**src/rtl/sdmb_pkg.sv**
```systemverilog
package sdmb_pkg;
   // shared term count, pre-summed pair count, product count
   localparam int NUM_TERMS = 5;
   localparam int NUM_PAIRS = 4;
   localparam int NUM_PROD  = 4;
   // integer headroom bits above the input sign for pair sums up to 1.5x
   localparam int HEADROOM  = 2;
   // right shift applied to the widened input for term k
   localparam int TERM_SHIFT [NUM_TERMS] = '{4, 3, 2, 1, 0};
   // second-level shifts used by the product network
   localparam int SH_P0_B0  = 8;
   localparam int SH_P1_B2  = 5;
   localparam int SH_P1_B1  = 9;
   localparam int SH_P2_B1  = 5;
   localparam int SH_P23_B0 = 11;
   localparam int SH_P3_B0  = 6;
   // realized constants as numerators over 2^KDEN_LOG2
   localparam int KDEN_LOG2 = 15;
   localparam int KNUM [NUM_PROD] = '{-4168, 7768, 28041, 16105};
endpackage

```
**src/rtl/sdmb_shift_terms.sv**
```systemverilog
module sdmb_shift_terms
   import sdmb_pkg::*;
#(
   parameter int IW = 24
) (
   input  logic signed [IW-1:0] xe_i,
   output logic signed [IW-1:0] term_o [NUM_TERMS],
   output logic signed [IW-1:0] pair_o [NUM_PAIRS]
);
   for (genvar g = 0; g < NUM_TERMS; g++) begin : g_term
      assign term_o[g] = xe_i >>> TERM_SHIFT[g];
   end

   // pre-summed pairs shared by several products
   assign pair_o[0] = term_o[0] + term_o[3];
   assign pair_o[1] = term_o[1] + term_o[3];
   assign pair_o[2] = term_o[1] - term_o[3];
   assign pair_o[3] = term_o[4] - term_o[1];
endmodule

```
**src/rtl/sdmb_product_net.sv**
```systemverilog
module sdmb_product_net
   import sdmb_pkg::*;
#(
   parameter int IW = 24
) (
   input  logic signed [IW-1:0] term_i [NUM_TERMS],
   input  logic signed [IW-1:0] pair_i [NUM_PAIRS],
   output logic signed [IW-1:0] prod_o [NUM_PROD]
);
   logic signed [IW-1:0] b0_deep;

   // one shifted copy reused by two products
   assign b0_deep = pair_i[0] >>> SH_P23_B0;

   assign prod_o[0] = -term_i[1] - (pair_i[0] >>> SH_P0_B0);
   assign prod_o[1] = term_i[2] + (pair_i[2] >>> SH_P1_B2) - (pair_i[1] >>> SH_P1_B1);
   assign prod_o[2] = pair_i[3] - (pair_i[1] >>> SH_P2_B1) + b0_deep;
   assign prod_o[3] = term_i[3] - (pair_i[0] >>> SH_P3_B0) + b0_deep;
endmodule

```
**src/rtl/sdmb_out_stage.sv**
```systemverilog
module sdmb_out_stage
   import sdmb_pkg::*;
#(
   parameter int IW        = 24,
   parameter int OW        = 17,
   parameter int GRD       = 6,
   parameter bit ROUND_OUT = 1'b1,
   parameter bit REG_OUT   = 1'b1
) (
   input  logic                 clk,
   input  logic                 rst_n,
   input  logic signed [IW-1:0] prod_i [NUM_PROD],
   output logic signed [OW-1:0] y_o    [NUM_PROD]
);
   localparam int HALF_I = ROUND_OUT ? (1 << (GRD - 1)) : 0;

   logic signed [OW-1:0] y_next [NUM_PROD];

   for (genvar g = 0; g < NUM_PROD; g++) begin : g_conv
      logic signed [IW-1:0] biased;
      logic signed [IW-1:0] scaled;
      assign biased    = prod_i[g] + IW'(HALF_I);
      assign scaled    = biased >>> GRD;
      assign y_next[g] = OW'(scaled);

      if (REG_OUT) begin : g_reg
         always_ff @(posedge clk or negedge rst_n) begin
            if (!rst_n) y_o[g] <= '0;
            else        y_o[g] <= y_next[g];
         end
      end else begin : g_comb
         assign y_o[g] = y_next[g];
      end
   end
endmodule

```
**src/rtl/sd_coef_mult_bank.sv**
```systemverilog
module sd_coef_mult_bank
   import sdmb_pkg::*;
#(
   parameter int IN_W      = 16,
   parameter int GRD       = 6,
   parameter bit ROUND_OUT = 1'b1,
   parameter bit REG_OUT   = 1'b1
) (
   input  logic                   clk,
   input  logic                   rst_n,
   input  logic signed [IN_W-1:0] x_in,
   output logic signed [IN_W:0]   y0_o,
   output logic signed [IN_W:0]   y1_o,
   output logic signed [IN_W:0]   y2_o,
   output logic signed [IN_W:0]   y3_o
);
   localparam int IW = HEADROOM + IN_W + GRD;
   localparam int OW = IN_W + 1;

   if (IN_W < 4 || IN_W > 40) begin : g_bad_in_w
      $error("sd_coef_mult_bank: IN_W out of range 4..40");
   end
   if (GRD < 3 || GRD > 12) begin : g_bad_grd
      $error("sd_coef_mult_bank: GRD out of range 3..12");
   end

   logic signed [IW-1:0] xe;
   logic signed [IW-1:0] term [NUM_TERMS];
   logic signed [IW-1:0] pair [NUM_PAIRS];
   logic signed [IW-1:0] prod [NUM_PROD];
   logic signed [OW-1:0] yv   [NUM_PROD];

   // sign-extend and append fractional guard bits
   assign xe = {{HEADROOM{x_in[IN_W-1]}}, x_in, {GRD{1'b0}}};

   sdmb_shift_terms #(.IW(IW)) u_terms (
      .xe_i   (xe),
      .term_o (term),
      .pair_o (pair)
   );

   sdmb_product_net #(.IW(IW)) u_net (
      .term_i (term),
      .pair_i (pair),
      .prod_o (prod)
   );

   sdmb_out_stage #(
      .IW        (IW),
      .OW        (OW),
      .GRD       (GRD),
      .ROUND_OUT (ROUND_OUT),
      .REG_OUT   (REG_OUT)
   ) u_out (
      .clk    (clk),
      .rst_n  (rst_n),
      .prod_i (prod),
      .y_o    (yv)
   );

   assign y0_o = yv[0];
   assign y1_o = yv[1];
   assign y2_o = yv[2];
   assign y3_o = yv[3];
endmodule

```
**config.mk**
```make
export PLATFORM = sky130hd
export DESIGN_NAME = sd_coef_mult_bank
export DESIGN_NICKNAME = d
export VERILOG_FILES = /design/src/rtl/sdmb_pkg.sv /design/src/rtl/sdmb_shift_terms.sv /design/src/rtl/sdmb_product_net.sv /design/src/rtl/sdmb_out_stage.sv /design/src/rtl/sd_coef_mult_bank.sv
export SDC_FILE = /design/constraint.sdc
export NUM_CORES = 1
export LEC_CHECK = 0
export BUFFER_PORTS_ARGS = -buffer_cell sky130_fd_sc_hd__buf_4
export CAP_MARGIN = 20
export CORE_ASPECT_RATIO = 0.7
export CORE_MARGIN = 2
export CORE_UTILIZATION = 55
export DETAILED_ROUTE_END_ITERATION = 7
export HOLD_SLACK_MARGIN = 0.03
export PLACE_DENSITY_LB_ADDON = 0.08
export SYNTH_ARGS = -nofsm -noshare
export SYNTH_HDL_FRONTEND = slang
export SYNTH_HIERARCHICAL = 1
export SYNTH_SLANG_ARGS = --single-unit
```
**constraint.sdc**
```tcl
create_clock -name clk -period 1 [get_ports clk]
set_input_delay 0.2 -clock clk [delete_from_list [all_inputs] [get_ports clk]]
set_output_delay 0.2 -clock clk [all_outputs]
set_load 0.05 [all_outputs]
```
==> results of run 1 <==
[timing repair]
item                       4_1_cts
pin swaps                      149
setup buffers                   65
hold endpoints to repair        68
hold buffers                     1
gates resized for setup        299
setup endpoints to repair      136
[per-layer routing]
layer / GRT usage (%) / GRT overflow
met3: 61.27 / 4
met1: 76.12 / 2
met2: 89.64 / 24
met5: 32.45 / 1
met4: 63.24 / 26
[metrics by stage]
stage	instances	TNS [ns]	cell area (um2)	hold slack (ns)	utilization, %
after global placement	2733	-260.62	19790	0.07057	77.03
after detailed placement	2733	-266.99	19790	0.07750	77.03
after floorplan	1876	-230.58	15320	-0.09559	-
after CTS	2804	-235.48	21900	0.2368	85.27
==> impl_results.md, run 1 <==
- Status: stopped before the end
- Last stage reached: global routing
- First Error: [ERROR GRT-0232] Routing congestion too high. Check the congestion heatmap in the GUI.
- Die W: 197.2 um
- Worst setup endpoint GRT: u_out/y_o[16]$_DFF_PN0_/D
- Antenna violations before repair: 8
- Clk Tree Root Cell: clkbuf_16
- IO Port Bufs: 85
- Ports: 86
- Average size of a mapped cell: 7.839 um2
- Initial core utilization: 55.93%
- Place WS: -4.497 ns
- GP Congestion: 0.9671
- H-tree depth: 3
- Remaining global-route overflow: 57
- DPL Wire Length: 37.35 mm
- Worst EP kind: register input
- Die height: 139.2 um
- Row Count: 49
- Largest net degree at the start of global routing: 36
- Tot GR Track Use: 73.74%
- Post-Syn Area: 14370 um2
- Max clock buf depth: 2
- Yosys warnings: 6
- TritonCTS Buffers: 9
- Mapped Cells: 1833
==> run 2, diff against run 1 <==
- CORE_ASPECT_RATIO: 0.7 -> default
- CORE_UTILIZATION: 55 -> 40
- HOLD_SLACK_MARGIN: 0.03 -> default
- PLACE_DENSITY_LB_ADDON: 0.08 -> 0.15
==> run 2 against run 1 <==
The flow now finishes, with violations (negative setup slack). Synthesized cell count unchanged. Area after synthesis is the same.
==> impl_results.md, run 2 <==
- Status: complete, but fails checks
- Violated checks: negative setup slack
- Initial core utilization: 40.50% (-15 points)
- Seq pwr share: 7.1%
- H-tree depth: 3 (unchanged)
- HP Class: input port to async pin
- Layout cell share with drive strength beyond 1: 43.25%
- Place WS: -4.475 ns (+0.02123 ns)
- Buf/Inv on CP: 6
- Most frequent cells in the layout: buf_4 (576), inv_1 (304), ha_1 (164)
- Yosys warnings: 6 (unchanged)
- Top reg by flops: u_out/y_o
- Post-Syn Area: 14370 um2 (unchanged)
- Tot GR Track Use: 24.21%
- First-pass GRT wire length: 73.86 mm
- TritonCTS Buffers: 9 (unchanged)
- Register area: 1702 um2
- Die W: 193.5 um (-1.9%)
- Largest net degree at the start of global routing: 56
- Final hold vios: 0
- Worst slew pin tran: 0.5986 ns
- Power Density: 3123 nW/um2
- Clk Tree Root Cell: clkbuf_16
- Static leakage: 11.40 nW
- WHS: 0.1831 ns
- Vias in the first global route: 15080
- Multi-input gate area: 13220 um2
- Sw Share: 47.40%
- Critical Path End Type: register
- Worst Path Max Fanout: 6
- Fillcell total: 3065
- NetSw: 34.05 mW
- Die height: 193.5 um (+39%)
- Max FFs per register: 68
- GP Congestion: 0.9306 (-3.8%)
- Diode count: 0
- Detailed-route DRC error count: 0
- Average size of a mapped cell: 7.839 um2 (unchanged)
- IO Port Bufs: 85 (unchanged)
- Critical Path RT: 1.29 ns
- Worst vdd ir: 0.003191 V
- Final-report max-slew violation count: 0
- Ports: 86 (unchanged)
- Mapped Cells: 1833 (unchanged)
- Antenna violations before repair: 0
- Die Area: 37450 um2
- Area of the core: 35480 um2
- Wire per inst: 15.37 um
- CP startpoint: x_in[0]
- Tmin final: 4.808 ns
- Clk pwr share: 4.3%
- Critical path type: input port to register
- Gate power share: 88.6%
- Tot Pwr: 71.85 mW
- Via-to-Cell Ratio: 4.894
- Max cap viols: 0
- Unrepaired setup endpoints after global routing: true
- Max clock buf depth: 2 (unchanged)
- Worst setup SP type: input port
- Worst Setup Slack, final: -3.808 ns
- Biggest regs: u_out/y_o (68)
- Crit path max-delay family: simple AND/OR/NAND/NOR gates
- Fin nets: 2789
- Fin crit share: 480.8%
- Commonest non-fill, non-tap cell in the layout: buf_4
- Drt initial violations: 497
- CTS tree: done
- Num Clock Sinks: 68
- Clock edge transition at the registers on the reported setup and hold paths: 0.06 ns
- Max Fclk: 208.0 MHz
- Via count: 14440
- Slowest CP cell: fa_1
- Placed cell areas: 19980 um2 (+0.95%)
- Row Count: 69 (+41%)
- Synth-to-layout area growth: 60.08%
- Detail Route Antenna Nets: 0
- CP arrival: 5.10 ns
- Slowest stage delay, CP: 0.52 ns
- Post-route cell area: 23000 um2
- Setup-failing EPs final: 136
- TritonRoute pass-1 iters: 5
- Remaining global-route overflow: 0
- P_int: 37.79 mW
- Post-detailed-routing wire length: 45.36 mm
- Relative slew slack: 60.10%
- DPL Wire Length: 36.83 mm (-1.4%)
-- run 2: power by group through the flow --
stage | registers, mW | logic (mW) | clock network [mW]
after floorplan | 9.71 | 25.8 | 0
after global routing | 5.23 | 68.8 | 3.32
final | 5.08 | 63.7 | 3.11
after detailed placement | 4.86 | 51.4 | 0
after global placement | 4.85 | 50.8 | 0
after CTS | 5.01 | 59.0 | 3.23
-- run 2: final timing paths --
kind                                 end  slack (ns)  depth (start not counted)
max                        u_out/y_o[50]       -3.81                         26
min in group clk           u_out/y_o[51]        0.86                          8
max in group asynchronous  u_out/y_o[38]        0.36                          3
min                        u_out/y_o[67]        0.18                          2
-- run 2: cell type report --
cell class / instances / area share (%)
Multi-Input combinational cell: 1368 / 57.47
Clock inverter: 1 / 0.02176
Timing Repair Buffer: 710 / 25.88
Tap cell: 461 / 2.508
Inverter: 328 / 5.516
Sequential cell: 68 / 7.398
Clock buffer: 15 / 1.208
-- run 2: routing by layer --
layer / vias up / share of wire [%] / track usage [%]
li1: 7303 / - / -
met1: 6856 / 44 / 29.90
met2: 210 / 51 / 43.56
met3: 73 / 2.7 / 2.981
met4: 0 / 2.7 / 7.831
met5: - / 0 / 0
-- run 2: what timing repair did --
item | in CTS | in global routing
buffers inserted | 65 | 33
hold buffers | 1 | 0
pin swaps | 168 | 117
resized for setup | 279 | 169
endpoints found under the setup margin | 136 | 136
gates cloned | 0 | 0
endpoints found under the hold margin | 68 | 0
-- run 2: metrics by stage --
step / utilization [%] / cells / setup TNS, ns
global route: 64.83 / 2951 / -249.28
floorplan: - / 1876 / -230.58
finish: 64.83 / 2951 / -234.82
detailed placement: 56.30 / 2863 / -267.45
global placement: 56.30 / 2863 / -267.15
CTS: 61.81 / 2929 / -237.10
Power figures use the tool's default switching activity.
